--- src/rtl/pci_par_pkg.sv ---
// Package: shared constants and types for the PCI parity error reporter.
// Assumes a 16-bit command and status register layout as used on the bus.
package pci_par_pkg;

    localparam int CFG_W        = 16;
    localparam int PERR_RESP_B  = 6;   // command: parity error response
    localparam int SERR_EN_B    = 8;   // command: system error enable
    localparam int SSE_B        = 14;  // status: signalled system error
    localparam int DPE_B        = 15;  // status: detected parity error

    typedef enum logic [1:0] {
        PH_IDLE = 2'd0,
        PH_ADDR = 2'd1,
        PH_DATA = 2'd2
    } phase_e;

    typedef struct packed {
        phase_e kind;
        logic   parity;
    } par_stage_t;

endpackage

--- src/rtl/pci_par_calc.sv ---
// Module: first pipeline stage. Captures the kind of the current phase
// and the even parity of AD and C/BE# so it can be compared with PAR,
// which arrives one clock later. Assumes the two phase inputs are never
// high together.
module pci_par_calc
    import pci_par_pkg::*;
#(
    parameter int AD_W  = 32,
    parameter int CBE_W = 4
) (
    input  logic             clk,
    input  logic             rst_n,
    input  logic [AD_W-1:0]  ad_i,
    input  logic [CBE_W-1:0] cbe_n_i,
    input  logic             addr_phase_i,
    input  logic             data_phase_i,
    output par_stage_t       stage_o
);

    par_stage_t stage_q;

    // Register phase kind and parity of the sampled bus lines.
    always_ff @(posedge clk) begin
        if (!rst_n) begin
            stage_q.kind   <= PH_IDLE;
            stage_q.parity <= 1'b0;
        end else begin
            if (addr_phase_i)      stage_q.kind <= PH_ADDR;
            else if (data_phase_i) stage_q.kind <= PH_DATA;
            else                   stage_q.kind <= PH_IDLE;
            stage_q.parity <= ^{ad_i, cbe_n_i};
        end
    end

    assign stage_o = stage_q;

    AST_PHASE_EXCLUSIVE: assert property (@(posedge clk) disable iff (!rst_n)
        !(addr_phase_i && data_phase_i));

endmodule

--- src/rtl/pci_par_compare.sv ---
// Module: second stage, combinational. Compares the stored parity with
// PAR and decides which report each error asks for, based on the
// command enables present in the PAR cycle.
module pci_par_compare
    import pci_par_pkg::*;
(
    input  logic             clk,
    input  logic             rst_n,
    input  par_stage_t       stage_i,
    input  logic             par_i,
    input  logic [CFG_W-1:0] cmd_i,
    output logic             err_any_o,
    output logic             perr_fire_o,
    output logic             serr_fire_o
);

    logic mismatch;
    logic err_addr;
    logic err_data;

    // Classify a parity mismatch by the phase kind it belongs to.
    always_comb begin
        mismatch    = stage_i.parity ^ par_i;
        err_addr    = mismatch && (stage_i.kind == PH_ADDR);
        err_data    = mismatch && (stage_i.kind == PH_DATA);
        err_any_o   = err_addr || err_data;
        perr_fire_o = err_data && cmd_i[PERR_RESP_B];
        serr_fire_o = err_addr && cmd_i[PERR_RESP_B] && cmd_i[SERR_EN_B];
    end

    AST_ONE_REPORT_KIND: assert property (@(posedge clk) disable iff (!rst_n)
        !(perr_fire_o && serr_fire_o));

endmodule

--- src/rtl/pci_par_status.sv ---
// Module: holds the two error status bits with write-one-to-clear
// behaviour. A new error wins over a clear in the same clock.
module pci_par_status
    import pci_par_pkg::*;
(
    input  logic             clk,
    input  logic             rst_n,
    input  logic             err_any_i,
    input  logic             serr_fire_i,
    input  logic             wr_i,
    input  logic [CFG_W-1:0] wdata_i,
    output logic [CFG_W-1:0] status_o
);

    logic dpe_q;
    logic sse_q;

    // Update the detected parity error bit.
    always_ff @(posedge clk) begin
        if (!rst_n) dpe_q <= 1'b0;
        else        dpe_q <= err_any_i || (dpe_q && !(wr_i && wdata_i[DPE_B]));
    end

    // Update the signalled system error bit.
    always_ff @(posedge clk) begin
        if (!rst_n) sse_q <= 1'b0;
        else        sse_q <= serr_fire_i || (sse_q && !(wr_i && wdata_i[SSE_B]));
    end

    // Place the bits at their register positions.
    always_comb begin
        status_o        = '0;
        status_o[DPE_B] = dpe_q;
        status_o[SSE_B] = sse_q;
    end

    AST_DPE_SET_ON_ERR: assert property (@(posedge clk) disable iff (!rst_n)
        err_any_i |=> status_o[DPE_B]);
    AST_SSE_NEEDS_DPE: assert property (@(posedge clk) disable iff (!rst_n)
        serr_fire_i |=> (status_o[SSE_B] && status_o[DPE_B]));

endmodule

--- src/rtl/pci_perr_drive.sv ---
// Module: produces the PERR# and SERR# pin values. PERR# is pulled low
// for one clock, driven high for one clock, then released. SERR# is a
// one-clock low pulse. Assumes address phases are at least two clocks apart.
module pci_perr_drive (
    input  logic clk,
    input  logic rst_n,
    input  logic perr_fire_i,
    input  logic serr_fire_i,
    output logic perr_n_o,
    output logic perr_oe_o,
    output logic serr_n_o
);

    logic perr_low_q;
    logic perr_high_q;
    logic serr_q;

    // Sequence PERR#: low clock, then high clock, then release.
    always_ff @(posedge clk) begin
        if (!rst_n) begin
            perr_low_q  <= 1'b0;
            perr_high_q <= 1'b0;
        end else begin
            perr_low_q  <= perr_fire_i;
            perr_high_q <= perr_low_q;
        end
    end

    // Pulse SERR# for the clock after an address error is seen.
    always_ff @(posedge clk) begin
        if (!rst_n) serr_q <= 1'b0;
        else        serr_q <= serr_fire_i;
    end

    assign perr_oe_o = perr_low_q || perr_high_q;
    assign perr_n_o  = !perr_low_q;
    assign serr_n_o  = !serr_q;

    AST_PERR_HIGH_BEFORE_RELEASE: assert property (@(posedge clk) disable iff (!rst_n)
        $fell(perr_oe_o) |-> $past(perr_n_o));
    AST_SERR_ONE_CLOCK: assert property (@(posedge clk) disable iff (!rst_n)
        !serr_n_o |=> serr_n_o);

endmodule

--- src/rtl/pci_parity_reporter.sv ---
// Module: top of the PCI target parity error reporter. Chains the parity
// capture stage, the comparator, the status bits and the pin driver.
// Assumes the caller marks address phases and checked target data phases.
module pci_parity_reporter
    import pci_par_pkg::*;
#(
    parameter int AD_W  = 32,
    parameter int CBE_W = 4
) (
    input  logic             clk,
    input  logic             rst_n,
    input  logic [AD_W-1:0]  ad_i,
    input  logic [CBE_W-1:0] cbe_n_i,
    input  logic             par_i,
    input  logic             addr_phase_i,
    input  logic             data_phase_i,
    input  logic [CFG_W-1:0] cmd_i,
    input  logic             stat_wr_i,
    input  logic [CFG_W-1:0] stat_wdata_i,
    output logic [CFG_W-1:0] status_o,
    output logic             perr_n_o,
    output logic             perr_oe_o,
    output logic             serr_n_o
);

    par_stage_t stage;
    logic       err_any;
    logic       perr_fire;
    logic       serr_fire;

    pci_par_calc #(.AD_W(AD_W), .CBE_W(CBE_W)) calc_i (
        .clk(clk), .rst_n(rst_n), .ad_i(ad_i), .cbe_n_i(cbe_n_i),
        .addr_phase_i(addr_phase_i), .data_phase_i(data_phase_i),
        .stage_o(stage)
    );

    pci_par_compare cmp_i (
        .clk(clk), .rst_n(rst_n), .stage_i(stage), .par_i(par_i),
        .cmd_i(cmd_i), .err_any_o(err_any), .perr_fire_o(perr_fire),
        .serr_fire_o(serr_fire)
    );

    pci_par_status stat_i (
        .clk(clk), .rst_n(rst_n), .err_any_i(err_any),
        .serr_fire_i(serr_fire), .wr_i(stat_wr_i),
        .wdata_i(stat_wdata_i), .status_o(status_o)
    );

    pci_perr_drive drv_i (
        .clk(clk), .rst_n(rst_n), .perr_fire_i(perr_fire),
        .serr_fire_i(serr_fire), .perr_n_o(perr_n_o),
        .perr_oe_o(perr_oe_o), .serr_n_o(serr_n_o)
    );

    AST_SERR_HAS_STATUS: assert property (@(posedge clk) disable iff (!rst_n)
        !serr_n_o |-> status_o[SSE_B]);
    AST_PERR_HAS_STATUS: assert property (@(posedge clk) disable iff (!rst_n)
        (perr_oe_o && !perr_n_o) |-> status_o[DPE_B]);

endmodule

--- config.mk ---
export PLATFORM = sky130hd
export DESIGN_NAME = pci_parity_reporter
export DESIGN_NICKNAME = d
export VERILOG_FILES = /design/src/rtl/pci_par_pkg.sv /design/src/rtl/pci_par_calc.sv /design/src/rtl/pci_par_compare.sv /design/src/rtl/pci_par_status.sv /design/src/rtl/pci_perr_drive.sv /design/src/rtl/pci_parity_reporter.sv
export SDC_FILE = /design/constraint.sdc
export NUM_CORES = 1
export LEC_CHECK = 0
export BUFFER_PORTS_ARGS = -buffer_cell sky130_fd_sc_hd__clkbuf_2
export CAP_MARGIN = 20
export CORE_MARGIN = 3
export CORE_UTILIZATION = 32
export CTS_CLUSTER_SIZE = 10
export DETAILED_ROUTE_END_ITERATION = 8
export PLACE_DENSITY = 0.89
export SETUP_SLACK_MARGIN = 0.5
export SLEW_MARGIN = 10
export SYNTH_ARGS = -nofsm -noshare
export SYNTH_HDL_FRONTEND = slang
export SYNTH_HIERARCHICAL = 1
export SYNTH_SLANG_ARGS = --single-unit
export TNS_END_PERCENT = 30
--- constraint.sdc ---
create_clock -name clk -period 1.5 [get_ports clk]
set_input_delay 0.225 -clock clk [delete_from_list [all_inputs] [get_ports clk]]
set_output_delay 0.225 -clock clk [all_outputs]
set_load 0.01 [all_outputs]
==> impl_metrics.ini, run 1 <==
[critical_path]
start_kind = input pin
worstPathRequired_ns = 1.68
crit_path_end_kind = flip-flop
r2r_cells = 3
crit_type = input pin to flip-flop
arrival_ns = 1.40
cp_max_fo = 2

[status]
status = finished clean

[yosys]
syn_area_per_cell_um2 = 9.02
synthCells = 82
ys_seq_area_share_pct = 21.7
ys_types = 18
synthesis.area_um2 = 739
ys_warn_count = 6
synth_seq_cells = 8

[min_path]
hp-class = input pin to flip-flop
hold_depth = 2

[cts]
cts_tree = yes
path_clk_slew_ns = 0.06
clockBufferDepth = 2
clkSinkCount = 8
clock-root-buffer = clkbuf_4
numCtsBuffers = 3
htreeDepth = 1
clk_latency_ns = 0.25

[route]
routed_via_density = 3.99
firstDrtPassIters = 3
num_vias = 638
post-route-drc-count = 0
drtIter0Drc = 2
postRouteAntennaNets = 0
drt_wl_total_mm = 1.52
avgRoutedWirePerCell_um = 9.47

[place]
gp_routability_congestion = 0.732
io_buffers = 50
hpwl_mm = 1.40

[finish]
final_common_cell = clkbuf_2
nets = 209
num-fill-cells = 200
syn_to_final_growth_pct = 47.7
layout-drive-gt1-share_pct = 48.1
multi_input_area_um2 = 567
seq_area_um2 = 160
antenna_cells = 0
mostFrequentLayoutCells = 46 x clkbuf_2, 21 x xnor2_1, 14 x conb_1, 8 x dfxtp_1
fin_util_pct = 52.5

[power_and_ir_drop]
leakagePower_uw = 0.000550
internal-power_uw = 624
p_per_area_mw_per_mm2 = 798
p_sw_share_pct = 28.5
p_switching_uw = 248
comb_power_share_pct = 53.5
ir_drop_v = 0.000589
p_seq_share_pct = 27.8
clkPwrFrac_pct = 18.7

[die]
dieArea_mm2 = 0.00292
dieHeight_um = 54.1
start_util_pct = 35.5
pin_count = 93
fp-row-count = 16
coreArea_mm2 = 0.00208
die_x_um = 54.1

[global_routing]
grt_pass1_vias = 603
met3_usage_pct = 3.32
gr-usage-met1_pct = 9.32
grt_pass1_wl_mm = 2.28
grt_max_degree = 10
grt_usage_pct = 10.4
grt_use_met2_pct = 21.0
antenna_found_initial = 0
grt_busiest_layer = met2
grt_overflow = 0

[timing]
hold_viol = 0
fin_skew_ns = 0.00440
fin_hold_ws_ns = 0.136
fmax_mhz = 816
finalCriticalPeriod_ns = 1.22
grt_setup_unrepaired = true
setup_viol = 0
period_share_pct = 81.7
slew_violations = 0

[flow_run]
maxCapViolations = 0
## cell families (layout without fill, tap and decap cells)
group                     count (synthesis)  after routing  share of synthesized area [%]
DFF                                       8              8                           21.7
muxes                                     1              1                           1.35
buffers and inverters                    21             59                           18.8
other                                     1             14                          0.507
xor gates and xnor gates                 34             34                           44.0
and+or+nand+nor                          13             13                           10.7
AOI/OAI and AO/OA                         4              4                           3.05
## power by group through the flow
stage          combinational, µW  sequential, µW  clock, µW
2_1_floorplan                354             245          0
3_3_place_gp                 416             246          0
3_5_place_dp                 428             246          0
4_1_cts                      431             242        170
5_1_grt                      506             243        176
6_report                     466             242        163
## per-stage QoR
step / std cells / TNS, ns / power [µW] / worst slack (ns) / cell area (µm²)
finish: 160 / 0 / 872 / 0.275 / 1090
CTS: 159 / 0 / 843 / 0.249 / 1030
detailed placement: 156 / -0.0204 / 674 / -0.0204 / 1000
global route: 160 / 0 / 925 / 0.234 / 1090
floorplan: 95 / 0 / 598 / 0.196 / 836
global placement: 156 / 0 / 662 / 0.00267 / 1000
## worst max-delay path, cell delays in order
cell and delay [ns]:
buf_8 0.10, xnor2_4 0.17, xnor2_2 0.12, xnor3_1 0.42, or2_4 0.25, mux2i_1 0.12
## final cells by class
cell class,count,share of cell area (%)
Timing Repair Buffer,51,26.6
Clock buffer,3,2.06
Inverter,5,1.72
Multi-Input combinational cell,66,51.9
Sequential cell,8,14.7
Tap cell,27,3.09
## path summary, 6_finish.rpt
path	start	end	slack, ns
worst min-delay path	addr_phase_i	calc_i/stage_o[2]	0.14
worst max register to register	calc_i/stage_o[0]	drv_i/perr_low_q	0.49
worst max-delay path	ad_i[21]	calc_i/stage_o[0]	0.28
worst min register to register	drv_i/perr_low_q	drv_i/perr_high_q	0.50
## sequential cells by signal, indices dropped and copies added (netlist names)
register / cells
calc_i/stage_o: 3
drv_i/perr_high_q: 1
drv_i/perr_low_q: 1
drv_i/serr_q: 1
stat_i/dpe_q: 1
stat_i/sse_q: 1
## Yosys cell counts
cell	n	area, µm²
a31oi_1	2	12.5
and2_1	3	18.8
and2_2	1	7.51
and4bb_2	1	12.5
buf_4	16	120
conb_1	1	3.75
dfxtp_1	8	160
inv_1	5	18.8
mux2i_1	1	10.0
nand2_1	2	7.51
nand4b_1	1	8.76
nor2_1	3	11.3
o21ai_1	2	10.0
or2_1	1	6.26
or2_2	1	6.26
xnor2_1	28	245
xnor3_1	2	45.0
xor2_1	4	35.0
## layer usage
| layer | wire [µm] | vias to the layer above |
|---|---|---|
| li1 | - | 329 |
| met2 | 927 | 30 |
| met3 | 157 | 0 |
| met5 | 0 | - |
| met4 | 0 | 0 |
| met1 | 430 | 279 |
## repair_timing
item	CTS	global route
buffers inserted	0	1
gates cloned	0	0
hold buffers	0	0
pin swaps	2	5
resized for setup	1	17
setup endpoints to repair	3	5
No activity file was read; power rests on OpenSTA's default activity.
==> inputs of run 2 (changes only) <==
--- a/config.mk
+++ b/config.mk
@@ -8,10 +8,10 @@
 export BUFFER_PORTS_ARGS = -buffer_cell sky130_fd_sc_hd__clkbuf_2
 export CAP_MARGIN = 20
 export CORE_MARGIN = 3
-export CORE_UTILIZATION = 32
+export CORE_UTILIZATION = 29
 export CTS_CLUSTER_SIZE = 10
 export DETAILED_ROUTE_END_ITERATION = 8
-export PLACE_DENSITY = 0.89
+export PLACE_DENSITY = 0.86
 export SETUP_SLACK_MARGIN = 0.5
 export SLEW_MARGIN = 10
 export SYNTH_ARGS = -nofsm -noshare
==> constraint.sdc (replaced) <==
create_clock -name clk -period 1 [get_ports clk]
set_input_delay 0.15 -clock clk [delete_from_list [all_inputs] [get_ports clk]]
set_output_delay 0.15 -clock clk [all_outputs]
set_load 0.01 [all_outputs]
==> run 2 against run 1 <==
  * The run now ends with setup timing left
  * First-iteration DRC count did not move
  * Worst hold slack worse by 0.079 ns
  * Non-clock buffer count grew 1
  * Setup slack lost 0.46 ns
  * Clock power up 48%
  * Global-route usage fell by 0.60 points
  * Total power up 51%
  * Core utilization down 3.1 points
  * Critical path type unchanged
  * Largest power group unchanged
==> impl_metrics.ini, run 2 (synthesis gave the netlist of run 1 again) <==
[cts]
path_clk_slew_ns = 0.05
clk_latency_ns = 0.25
htreeDepth = 1
cts_hold_buffers = 0
numCtsBuffers = 3
cts_tree = yes
clkSinkCount = 8
clock-root-buffer = clkbuf_4
clockBufferDepth = 2

[min_path]
min_to = calc_i/stage_o[2]
hold_depth = 2
hp-class = input pin to flip-flop
hp-start = addr_phase_i

[route]
avgRoutedWirePerCell_um = 9.31
drtIter0Drc = 2
routed_via_density = 3.90
drt_wl_total_mm = 1.51
firstDrtPassIters = 4
postRouteAntennaNets = 0
post-route-drc-count = 0
num_vias = 631

[critical_path]
crit_path_end_kind = flip-flop
worstPathRequired_ns = 1.18
r2r_cells = 3
rrSetupSlack_ns = 0
timing.rr.end = drv_i/perr_low_q
cpMaxStageDelayCell = xnor3_1
worst_path_largest_cell_delay_ns = 0.45
cp_cell_sequence = buf_8 -> xnor2_4 -> xnor2_1 -> xnor3_1 -> or2_4 -> mux2i_1
arrival_ns = 1.37
r2r-start = calc_i/stage_o[0]
cp_max_fo = 2
start_kind = input pin
crit_type = input pin to flip-flop

[die]
die_x_um = 56.5
start_util_pct = 31.9
fp-row-count = 17
dieHeight_um = 56.5
pin_count = 93
dieArea_mm2 = 0.00319
coreArea_mm2 = 0.00232

[place]
io_buffers = 50
placed_area_mm2 = 0.00102
placed_cells = 158
hpwl_mm = 1.28
gp_routability_congestion = 0.770

[power_and_ir_drop]
ir_drop_v = 0.000487
p_sw_share_pct = 29.1
comb_power_share_pct = 53.2
internal-power_uw = 931
clkPwrFrac_pct = 18.4
p_switching_uw = 381
leakagePower_uw = 0.000570
p_seq_share_pct = 28.4
p_per_area_mw_per_mm2 = 1150

[global_routing]
grt_overflow = 0
grt_max_degree = 8
grt_pass1_wl_mm = 2.42
grt_usage_pct = 9.76
antenna_found_initial = 0
grt_pass1_vias = 629

[flow_run]
maxCapViolations = 0

[timing]
grt_setup_unrepaired = true
period_share_pct = 118
finalCriticalPeriod_ns = 1.18
fin_skew_ns = 0.000711
setup_viol = 3
fmax_mhz = 844
hold_viol = 0
fin_ws_ns = -0.185
slew_violations = 0

[finish]
layout-drive-gt1-share_pct = 56.0
design_area_mm2 = 0.00114
mostFrequentLayoutCells = 42 x clkbuf_2, 20 x xnor2_1, 14 x conb_1, 8 x buf_6
antenna_cells = 0
final_cells = 162
largest_reg_flops = 3
nets = 210
syn_to_final_growth_pct = 54.8
final_common_cell = clkbuf_2

[status]
status = finished with violations
violations = setup timing
-- run 2: cell types whose count changed in the layout (fill, tap and decap cells not counted), sizes merged --
cell	change
buf	+5
clkbuf	-4
-- run 2: per-stage QoR --
stage	worst slack [ns]	setup TNS [ns]	hold slack [ns]	total power (µW)	utilization, %
after floorplan	-0.229	-0.229	0.222	913	-
after global placement	-0.428	-0.428	0.323	1020	43.8
after detailed placement	-0.445	-0.445	0.326	1030	43.8
after CTS	-0.166	-0.215	0.0540	1290	45.6
after global routing	-0.243	-0.394	0.0493	1410	49.4
final	-0.185	-0.223	0.0561	1310	49.4
-- run 2: area by class of cell --
type	instances	area, µm²
clock buffers	3	22.5
fillers	226	1170
inverters	5	18.8
multi-input cells	66	578
flip-flops and latches	8	168
well taps	28	35.0
repair buffers	52	323
-- run 2: power by group through the flow --
stage               clock (µW)  sequential [µW]  combinational, µW
floorplan                    0              372                541
global placement             0              380                644
detailed placement           0              379                649
CTS                        259              371                660
global route               275              376                756
finish                     241              373                698
-- run 2: worst max-delay path by stage --
stage	start	end	slack, ns	cells past startpoint
2_1_floorplan	ad_i[12]	calc_i/stage_o[0]	-0.23	5
3_3_place_gp	ad_i[16]	calc_i/stage_o[0]	-0.43	6
3_5_place_dp	ad_i[18]	calc_i/stage_o[0]	-0.44	6
4_1_cts	ad_i[17]	calc_i/stage_o[0]	-0.17	6
5_1_grt	ad_i[21]	calc_i/stage_o[0]	-0.24	6
6_report	ad_i[21]	calc_i/stage_o[0]	-0.18	6
-- run 2: what timing repair did --
action                                 in CTS  in global routing
gates resized for setup                     5                 31
setup endpoints to repair                  11                 11
endpoints found under the hold margin       0                  0
setup buffers                               1                  0
pin swaps                                   4                  9
-- run 2: metal layers --
metal	routed length, µm	part of all wire (%)	GRT usage (%)	vias to the layer above
li1	-	-	-	328
met1	478	32	10.0	271
met2	901	60	16.3	32
met3	130	8.6	2.76	0
met4	0	0	7.80	0
met5	0	0	0	-
-- run 2: critical path, delay by kind of cell --
family / cells / cell delay (ns)
multiplexers: 1 / 0.12
XOR/XNOR: 3 / 0.74
buffers and inverters: 1 / 0.10
AND/OR/NAND/NOR: 1 / 0.26
